### config.mk
export PLATFORM = sky130hd
export DESIGN_NAME = irqrd_port
export DESIGN_NICKNAME = d
export VERILOG_FILES = /design/src/rtl/irqrd_pkg.sv /design/src/rtl/irqrd_decode.sv /design/src/rtl/irqrd_fetch.sv /design/src/rtl/irqrd_intr.sv /design/src/rtl/irqrd_port.sv
export SDC_FILE = /design/constraint.sdc
export NUM_CORES = 1
export LEC_CHECK = 0
export ABC_AREA = 1
export BUFFER_PORTS_ARGS = -buffer_cell sky130_fd_sc_hd__buf_2
export CAP_MARGIN = 20
export CORE_ASPECT_RATIO = 1.1
export CORE_MARGIN = 2
export CORE_UTILIZATION = 48
export CTS_CLUSTER_DIAMETER = 60
export DETAILED_ROUTE_END_ITERATION = 8
export PLACE_DENSITY = 0.76
export SYNTH_ARGS = -nofsm -noshare
export SYNTH_HDL_FRONTEND = slang
export SYNTH_SLANG_ARGS = --single-unit
### constraint.sdc
create_clock -name clk -period 3.35 [get_ports clk]
set_clock_uncertainty 0.15 [all_clocks]
set_input_delay 0.67 -clock clk [delete_from_list [all_inputs] [get_ports clk]]
set_output_delay 0.67 -clock clk [all_outputs]
set_load 0.005 [all_outputs]
### src/rtl/irqrd_pkg.sv
package irqrd_pkg;
  typedef enum logic [1:0] {
    OFS_CTRL = 2'd0,
    OFS_STAT = 2'd1,
    OFS_DATA = 2'd2,
    OFS_VEC  = 2'd3
  } reg_ofs_e;

  localparam int CTL_GO  = 0;
  localparam int CTL_IEN = 1;
  localparam int ST_ERR  = 2;

  // status layout: {err, busy, held}
  function automatic logic [2:0] pack_status(input logic held, input logic busy,
                                             input logic err);
    return {err, busy, held};
  endfunction
endpackage

### src/rtl/irqrd_decode.sv
module irqrd_decode
  import irqrd_pkg::*;
#(
  parameter int DATA_W = 8
) (
  input  logic              bus_sel,
  input  logic              bus_wr,
  input  logic [1:0]        bus_addr,
  input  logic              go_bit,
  input  logic              irq_ack,
  input  logic [DATA_W-1:0] ctl_val,
  input  logic [DATA_W-1:0] stat_val,
  input  logic [DATA_W-1:0] data_val,
  input  logic [DATA_W-1:0] vec_val,
  output logic              go_strobe,
  output logic              ctl_we,
  output logic              stat_we,
  output logic              vec_we,
  output logic              data_rd,
  output logic [DATA_W-1:0] bus_rdata
);
  logic wr_cyc, rd_cyc;
  reg_ofs_e ofs;

  assign ofs    = reg_ofs_e'(bus_addr);
  assign wr_cyc = bus_sel && bus_wr;
  // an acknowledge owns the read bus, so a load in that cycle has no effect
  assign rd_cyc = bus_sel && !bus_wr && !irq_ack;

  assign ctl_we    = wr_cyc && (ofs == OFS_CTRL);
  assign go_strobe = ctl_we && go_bit;
  assign stat_we   = wr_cyc && (ofs == OFS_STAT);
  assign vec_we    = wr_cyc && (ofs == OFS_VEC);
  assign data_rd   = rd_cyc && (ofs == OFS_DATA);

  always_comb begin
    bus_rdata = '0;
    if (irq_ack) begin
      bus_rdata = vec_val;
    end else if (rd_cyc) begin
      unique case (ofs)
        OFS_CTRL: bus_rdata = ctl_val;
        OFS_STAT: bus_rdata = stat_val;
        OFS_DATA: bus_rdata = data_val;
        OFS_VEC:  bus_rdata = vec_val;
      endcase
    end
  end
endmodule

### src/rtl/irqrd_fetch.sv
module irqrd_fetch #(
  parameter int DATA_W = 8
) (
  input  logic              clk,
  input  logic              rst_n,
  input  logic              go,
  input  logic              data_rd,
  input  logic              err_clr,
  input  logic              per_valid,
  input  logic [DATA_W-1:0] per_data,
  output logic              per_ready,
  output logic              busy,
  output logic              held,
  output logic              err,
  output logic              capture,
  output logic [DATA_W-1:0] word
);
  logic busy_q, held_q, err_q;
  logic [DATA_W-1:0] word_q;
  logic engaged, accept_go, reject_go;

  assign engaged   = busy_q || held_q;
  assign accept_go = go && !engaged;
  assign reject_go = go && engaged;
  assign per_ready = busy_q;
  assign capture   = busy_q && per_valid;

  always_ff @(posedge clk or negedge rst_n) begin
    if (!rst_n) begin
      busy_q <= 1'b0;
      held_q <= 1'b0;
      err_q  <= 1'b0;
      word_q <= '0;
    end else begin
      if (accept_go)    busy_q <= 1'b1;
      else if (capture) busy_q <= 1'b0;

      if (capture)      held_q <= 1'b1;
      else if (data_rd) held_q <= 1'b0;

      if (reject_go)    err_q <= 1'b1;
      else if (err_clr) err_q <= 1'b0;

      if (capture) word_q <= per_data;
    end
  end

  assign busy = busy_q;
  assign held = held_q;
  assign err  = err_q;
  assign word = word_q;

  p_start_r2: assert property (@(posedge clk) disable iff (!rst_n)
    accept_go |=> (busy_q && per_ready));
  p_one_word_r3: assert property (@(posedge clk) disable iff (!rst_n)
    capture |=> (!per_ready && held_q));
  p_hold_r4: assert property (@(posedge clk) disable iff (!rst_n)
    (held_q && !data_rd) |=> (held_q && $stable(word_q)));
  p_reject_r5: assert property (@(posedge clk) disable iff (!rst_n)
    (reject_go && !capture) |=> (err_q && $stable(word_q) && $stable(busy_q)));
  p_sticky_r5: assert property (@(posedge clk) disable iff (!rst_n)
    (err_q && !err_clr) |=> err_q);
endmodule

### src/rtl/irqrd_intr.sv
module irqrd_intr (
  input  logic clk,
  input  logic rst_n,
  input  logic ien,
  input  logic capture,
  input  logic irq_ack,
  input  logic data_rd,
  output logic irq_req
);
  logic req_q, raise, drop;

  assign raise = capture && ien;
  assign drop  = (irq_ack && req_q) || data_rd;

  always_ff @(posedge clk or negedge rst_n) begin
    if (!rst_n)     req_q <= 1'b0;
    else if (raise) req_q <= 1'b1;
    else if (drop)  req_q <= 1'b0;
  end

  assign irq_req = req_q;

  p_raise_r6: assert property (@(posedge clk) disable iff (!rst_n)
    raise |=> irq_req);
  p_polled_r6: assert property (@(posedge clk) disable iff (!rst_n)
    (!ien && !irq_req) |=> !irq_req);
  p_ack_drop_r7: assert property (@(posedge clk) disable iff (!rst_n)
    (irq_ack && irq_req && !capture) |=> !irq_req);
  p_read_drop_r10: assert property (@(posedge clk) disable iff (!rst_n)
    (data_rd && !capture) |=> !irq_req);
endmodule

### src/rtl/irqrd_port.sv
module irqrd_port
  import irqrd_pkg::*;
#(
  parameter int          DATA_W   = 8,
  parameter logic [7:0]  VEC_INIT = 8'hA5
) (
  input  logic              clk,
  input  logic              rst_n,
  input  logic              bus_sel,
  input  logic              bus_wr,
  input  logic [1:0]        bus_addr,
  input  logic [DATA_W-1:0] bus_wdata,
  output logic [DATA_W-1:0] bus_rdata,
  output logic              irq_req,
  input  logic              irq_ack,
  input  logic              per_valid,
  input  logic [DATA_W-1:0] per_data,
  output logic              per_ready
);
  localparam int PAD_ST  = DATA_W - 3;
  localparam int PAD_CTL = DATA_W - 2;

  logic ien_q;
  logic [DATA_W-1:0] vec_q;
  logic go_strobe, ctl_we, stat_we, vec_we, data_rd;
  logic busy_w, held_w, err_w, capture_w;
  logic [DATA_W-1:0] word_w, ctl_val, stat_val;

  always_ff @(posedge clk or negedge rst_n) begin
    if (!rst_n) begin
      ien_q <= 1'b0;
      vec_q <= DATA_W'(VEC_INIT);
    end else begin
      if (ctl_we) ien_q <= bus_wdata[CTL_IEN];
      if (vec_we) vec_q <= bus_wdata;
    end
  end

  assign ctl_val  = {{PAD_CTL{1'b0}}, ien_q, 1'b0};
  assign stat_val = {{PAD_ST{1'b0}}, pack_status(held_w, busy_w, err_w)};

  irqrd_decode #(.DATA_W(DATA_W)) u_decode (
    .bus_sel  (bus_sel),
    .bus_wr   (bus_wr),
    .bus_addr (bus_addr),
    .go_bit   (bus_wdata[CTL_GO]),
    .irq_ack  (irq_ack),
    .ctl_val  (ctl_val),
    .stat_val (stat_val),
    .data_val (word_w),
    .vec_val  (vec_q),
    .go_strobe(go_strobe),
    .ctl_we   (ctl_we),
    .stat_we  (stat_we),
    .vec_we   (vec_we),
    .data_rd  (data_rd),
    .bus_rdata(bus_rdata)
  );

  irqrd_fetch #(.DATA_W(DATA_W)) u_fetch (
    .clk      (clk),
    .rst_n    (rst_n),
    .go       (go_strobe),
    .data_rd  (data_rd),
    .err_clr  (stat_we && bus_wdata[ST_ERR]),
    .per_valid(per_valid),
    .per_data (per_data),
    .per_ready(per_ready),
    .busy     (busy_w),
    .held     (held_w),
    .err      (err_w),
    .capture  (capture_w),
    .word     (word_w)
  );

  irqrd_intr u_intr (
    .clk    (clk),
    .rst_n  (rst_n),
    .ien    (ien_q),
    .capture(capture_w),
    .irq_ack(irq_ack),
    .data_rd(data_rd),
    .irq_req(irq_req)
  );

  p_ack_keeps_r8: assert property (@(posedge clk) disable iff (!rst_n)
    (irq_ack && held_w) |=> held_w);
  p_ack_vec_r7: assert property (@(posedge clk) disable iff (!rst_n)
    (irq_ack && $stable(vec_q)) |-> (bus_rdata == $past(vec_q)));
  p_data_ro_r9: assert property (@(posedge clk) disable iff (!rst_n)
    (!capture_w) |=> $stable(word_w));
endmodule

# After elaboration in Yosys (flattened, before gate mapping)
# Index checks and enable logic that the tools add are counted.
# op_classes
n_eq_ne	3
n_mux	11
reduce_logical	24
# op_table
cell	count
8-bit one-hot mux with 4 select lines	1
8-bit two-way mux	2
1-bit logical AND	14
1-bit two-way mux	8
2-bit nonzero test	4
2-bit equality test, second input constant	2
1-bit logical NOT	3
2-bit by 1-bit equality test with 1-bit output, second input constant	1
2-bit logical NOT	1
1-bit logical OR	2
# word_totals
regBits	21
input_bits	24
output_inout_bits	10
elab_cells	45

# Logic depth before layout (Yosys ltp)
# depth
depth_word	7
mapped_depth	7
ltp_nobuf	6

# Modules after synthesis
# From an unflattened synthesis, not the netlist that was laid out.
# hier_totals
hier_cells	186
area_unflattened_um2	1315.0
# modules_own_cells
module	n_inst	cells_per_inst	area_each_um2	seq_area_each_um2
irqrd_fetch	1	50	483.0	275.3
irqrd_decode	1	88	425.4	0.0
irqrd_port	1	42	361.6	230.2
irqrd_intr	1	6	45.0	25.0

# Least setup slack after synthesis
# OpenSTA, ideal clock, no wires.
# synth_timing
path_kind	input-to-output
startpoint	in irq_ack
endpoint	out bus_rdata[3]
t_arrival_ns	1.156
required_ns	2.530
slack_ns	1.374
cell_stages	5
n_path_buf	0
path_cell_list	inv_1 > nand3_1 > nor2_4 > nand2_1 > nand2_1
# synth_via
elab_chain_len	4
# synth_rtl
element	line_no	rtl
from (decl)	irqrd_port.sv:15	input logic irq_ack,
1-bit logical NOT	irqrd_decode.sv:28	assign rd_cyc = bus_sel && !bus_wr && !irq_ack;
1-bit logical AND	irqrd_decode.sv:28	
8-bit two-way mux	irqrd_decode.sv:40	end else if (rd_cyc) begin
8-bit two-way mux *	irqrd_decode.sv:38	if (irq_ack) begin
to (decl)	irqrd_port.sv:13	output logic [DATA_W-1:0] bus_rdata,
# Every way passes the cells marked *; elsewhere a longest branch is shown, timed or not.

# Worst setup path after layout
# layout_timing
startpoint	in bus_addr[0]
endpoint	out bus_rdata[5]
# layout_via
elab_chain_len	4
word_cells_on_any_way	7
cone_classes	eq/ne: 3; mux: 3; reduce/logical: 1
# layout_rtl
element	line_no	rtl
from (decl)	irqrd_port.sv:11	input logic [1:0] bus_addr,
2-bit equality test (tied with other cells)	irqrd_decode.sv:41	unique case (ofs)
8-bit one-hot mux with 4 select lines *	irqrd_decode.sv:41	
8-bit two-way mux *	irqrd_decode.sv:40	
8-bit two-way mux *	irqrd_decode.sv:38	
# Marked as above.

==> results.ini <==
[finish]
design_area_sq_um = 1290
fin_cells = 210
fin_nets = 205
fillers = 224
drive_gt1_frac = 0.278
antenna_cells = 0
flow.area_growth_from_synthesis_pct = 19.7

[route]
drc = 0
avgViaCountPerCell = 4.69
num_vias = 984
wl_microns = 2270
drt-initial-drc-count = 14
wl_per_cell_microns = 10.8
dr.pass1.iters = 4
postRouteAntennaNets = 0

[grt]
grt_pass1_wl_microns = 4040
grt_max_degree = 22
grt_pass1_vias = 965
grtUsageTotal = 0.201
grt_overflow_total = 0
antenna_found_initial = 0

[setup_path]
end_kind = output port
rr_startpoint = u_fetch.busy
worstPathMaxFanout = 11
r2r-end = u_intr.irq_req
start_kind = input port
crit_path_end = bus_rdata[5]
cp.required_ns = 2.53
reg2reg_slack_ns = 2.07
reg2regPathDepth = 4
worstSetupStartpoint = bus_addr[0]
critPathArrivalTime_ns = 1.64
crit_type = input port to output port

[synth]
synthCells = 145
avgSynthCellArea_sq_um = 7.46
syn_area_sq_um = 1080
ys_warn_count = 0
synth.distinct_cells = 18
synth_seq_cells = 21
synth.top_cell.area_share = 0.394
syn_nets = 169
ys_seq_area_frac = 0.491
synth_top_area_cell = dfrtp_1
yosys-top-cells-area = dfrtp_1 (39%), nand2_1 (26%), dfstp_2 (9.7%)

[die]
die_y_microns = 53.8
row_count = 18
coreArea_sq_um = 2180
dieArea_sq_um = 2650
io_pins = 34
initial_utilization = 0.495
die_w_microns = 49.3

[sta]
slew_violations = 0
hold_viol_final = 0
fmax_mhz = 407
rsz0062_at_grt = false
setup_viol = 0
max_slew_margin = 0.696
tightestPinTransition_ns = 0.456
fin_crit_ns = 2.46
tns_ns = 0
finalCritPeriodShare = 0.733

[power_and_ir_drop]
p_leak_nw = 0.738
power_density_nw_per_um2 = 474
irDropWorstVdd_mv = 0.290

[placement]
io_buffers = 33
placed_area_sq_um = 1270
hpwl_microns = 1830
placed_cells = 206
gp_congestion = 0.813

[clock_network]
cts_max_path_buffers = 2
cts_hold_buffers = 0
postCtsResizedCells = 0
worstSkewPairLatency_ns = 0.29
clockRootBuffer = clkbuf_4
clk_pin_slew_ns = 0.11
h-tree-depth = 1
cts_setup_buffers = 0
cts_sinks = 21
cts_tree = done
cts_made_buffers = 3

[status]
status = finished clean

[worst_hold_path]
hp-class = input port to asynchronous set/reset pin

[flow_run]
maxCapViolations = 0

[sequential cells by signal, summed over array words and instances, names as in the netlist]
| register | cells |
|---|---|
| u_fetch.err | 1 |
| ien_q | 1 |
| u_fetch.held | 1 |
| u_fetch.busy | 1 |
| u_fetch.word | 8 |
| vec_q | 8 |
| u_intr.irq_req | 1 |
[cells by family after synthesis]
kind of cell,share of synthesized area
AND/OR/NAND/NOR,0.380
flip-flops,0.491
AO/OA/AOI/OAI,0.0764
buffers and inverters,0.0532
[power breakdown]
part           switching (W)  total [W]  leakage [nW]  internal, W
Clock              0.0000718   0.000118        0.0150    0.0000463
Combinational      0.0000788   0.000136         0.465    0.0000576
Sequential         0.0000363   0.000358         0.258     0.000322
Total               0.000187   0.000613         0.738     0.000426
[worst max-delay path: stages]
cell and delay (ns):
buf_2 0.16, nand2_2 0.19, o21ai_1 0.33, nand2_1 0.11
nand2_1 0.07, buf_2 0.10
[how the worst min path moves through the flow]
stage,to,slack [ns],depth (start not counted)
CTS,u_fetch.err,0.16,1
detailed placement,u_fetch.word[7],0.32,2
global placement,u_fetch.word[7],0.32,2
finish,u_fetch.word[1],0.15,1
global route,u_fetch.word[1],0.17,1
floorplan,ien_q,0.22,0
[synthesized netlist by cell type]
cell       n
inv_1      7
clkinv_1   1
o21ai_1    1
nor2_8     1
buf_2      1
nor2_2     1
buf_6      1
nand2_1   76
nand2_2    3
nand3_1   10
inv_2      3
nor2_4     2
a21oi_1    1
nor2_1     2
dfstp_2    4
dfrtp_1   17
o21ai_0   13
o21bai_1   1
[through the flow]
stage / hold WS, ns / setup WS (ns) / utilization / power, W
6_report: 0.153 / 0.894 / 0.592 / 0.000613
3_5_place_dp: 0.318 / 0.898 / 0.580 / 0.000500
2_1_floorplan: 0.224 / 1.37 / - / 0.000440
5_1_grt: 0.169 / 0.746 / 0.592 / 0.000667
4_1_cts: 0.159 / 0.900 / 0.592 / 0.000618
3_3_place_gp: 0.319 / 0.976 / 0.580 / 0.000493
[layer usage]
metal  up-vias  GRT usage  share of wire
met5         -          0              0
met4         0     0.0762         0.0066
met3         4     0.0306          0.039
met2        22      0.365           0.51
met1       438      0.245           0.45
li1        520          -              -
[area by class of cell]
| type | count | area, sq um | share of cell area |
|---|---|---|---|
| flip-flops and latches | 21 | 531 | 0.410 |
| multi-input cells | 111 | 493 | 0.381 |
| clock buffers | 4 | 26.3 | 0.0203 |
| repair buffers | 33 | 165 | 0.128 |
| well taps | 30 | 37.5 | 0.0290 |
| inverters | 11 | 41.3 | 0.0319 |
[placed cells by master (no fill, tap or decap), drive strengths merged]
cell	Yosys	final
o21ai	14	14
o21bai	1	1
nand3	10	10
clkinv	1	1
inv	10	10
nor2	6	6
clkbuf	0	4
a21oi	1	1
dfrtp	17	17
dfstp	4	4
buf	2	33
nand2	79	79
Power figures use the tool's default switching activity.
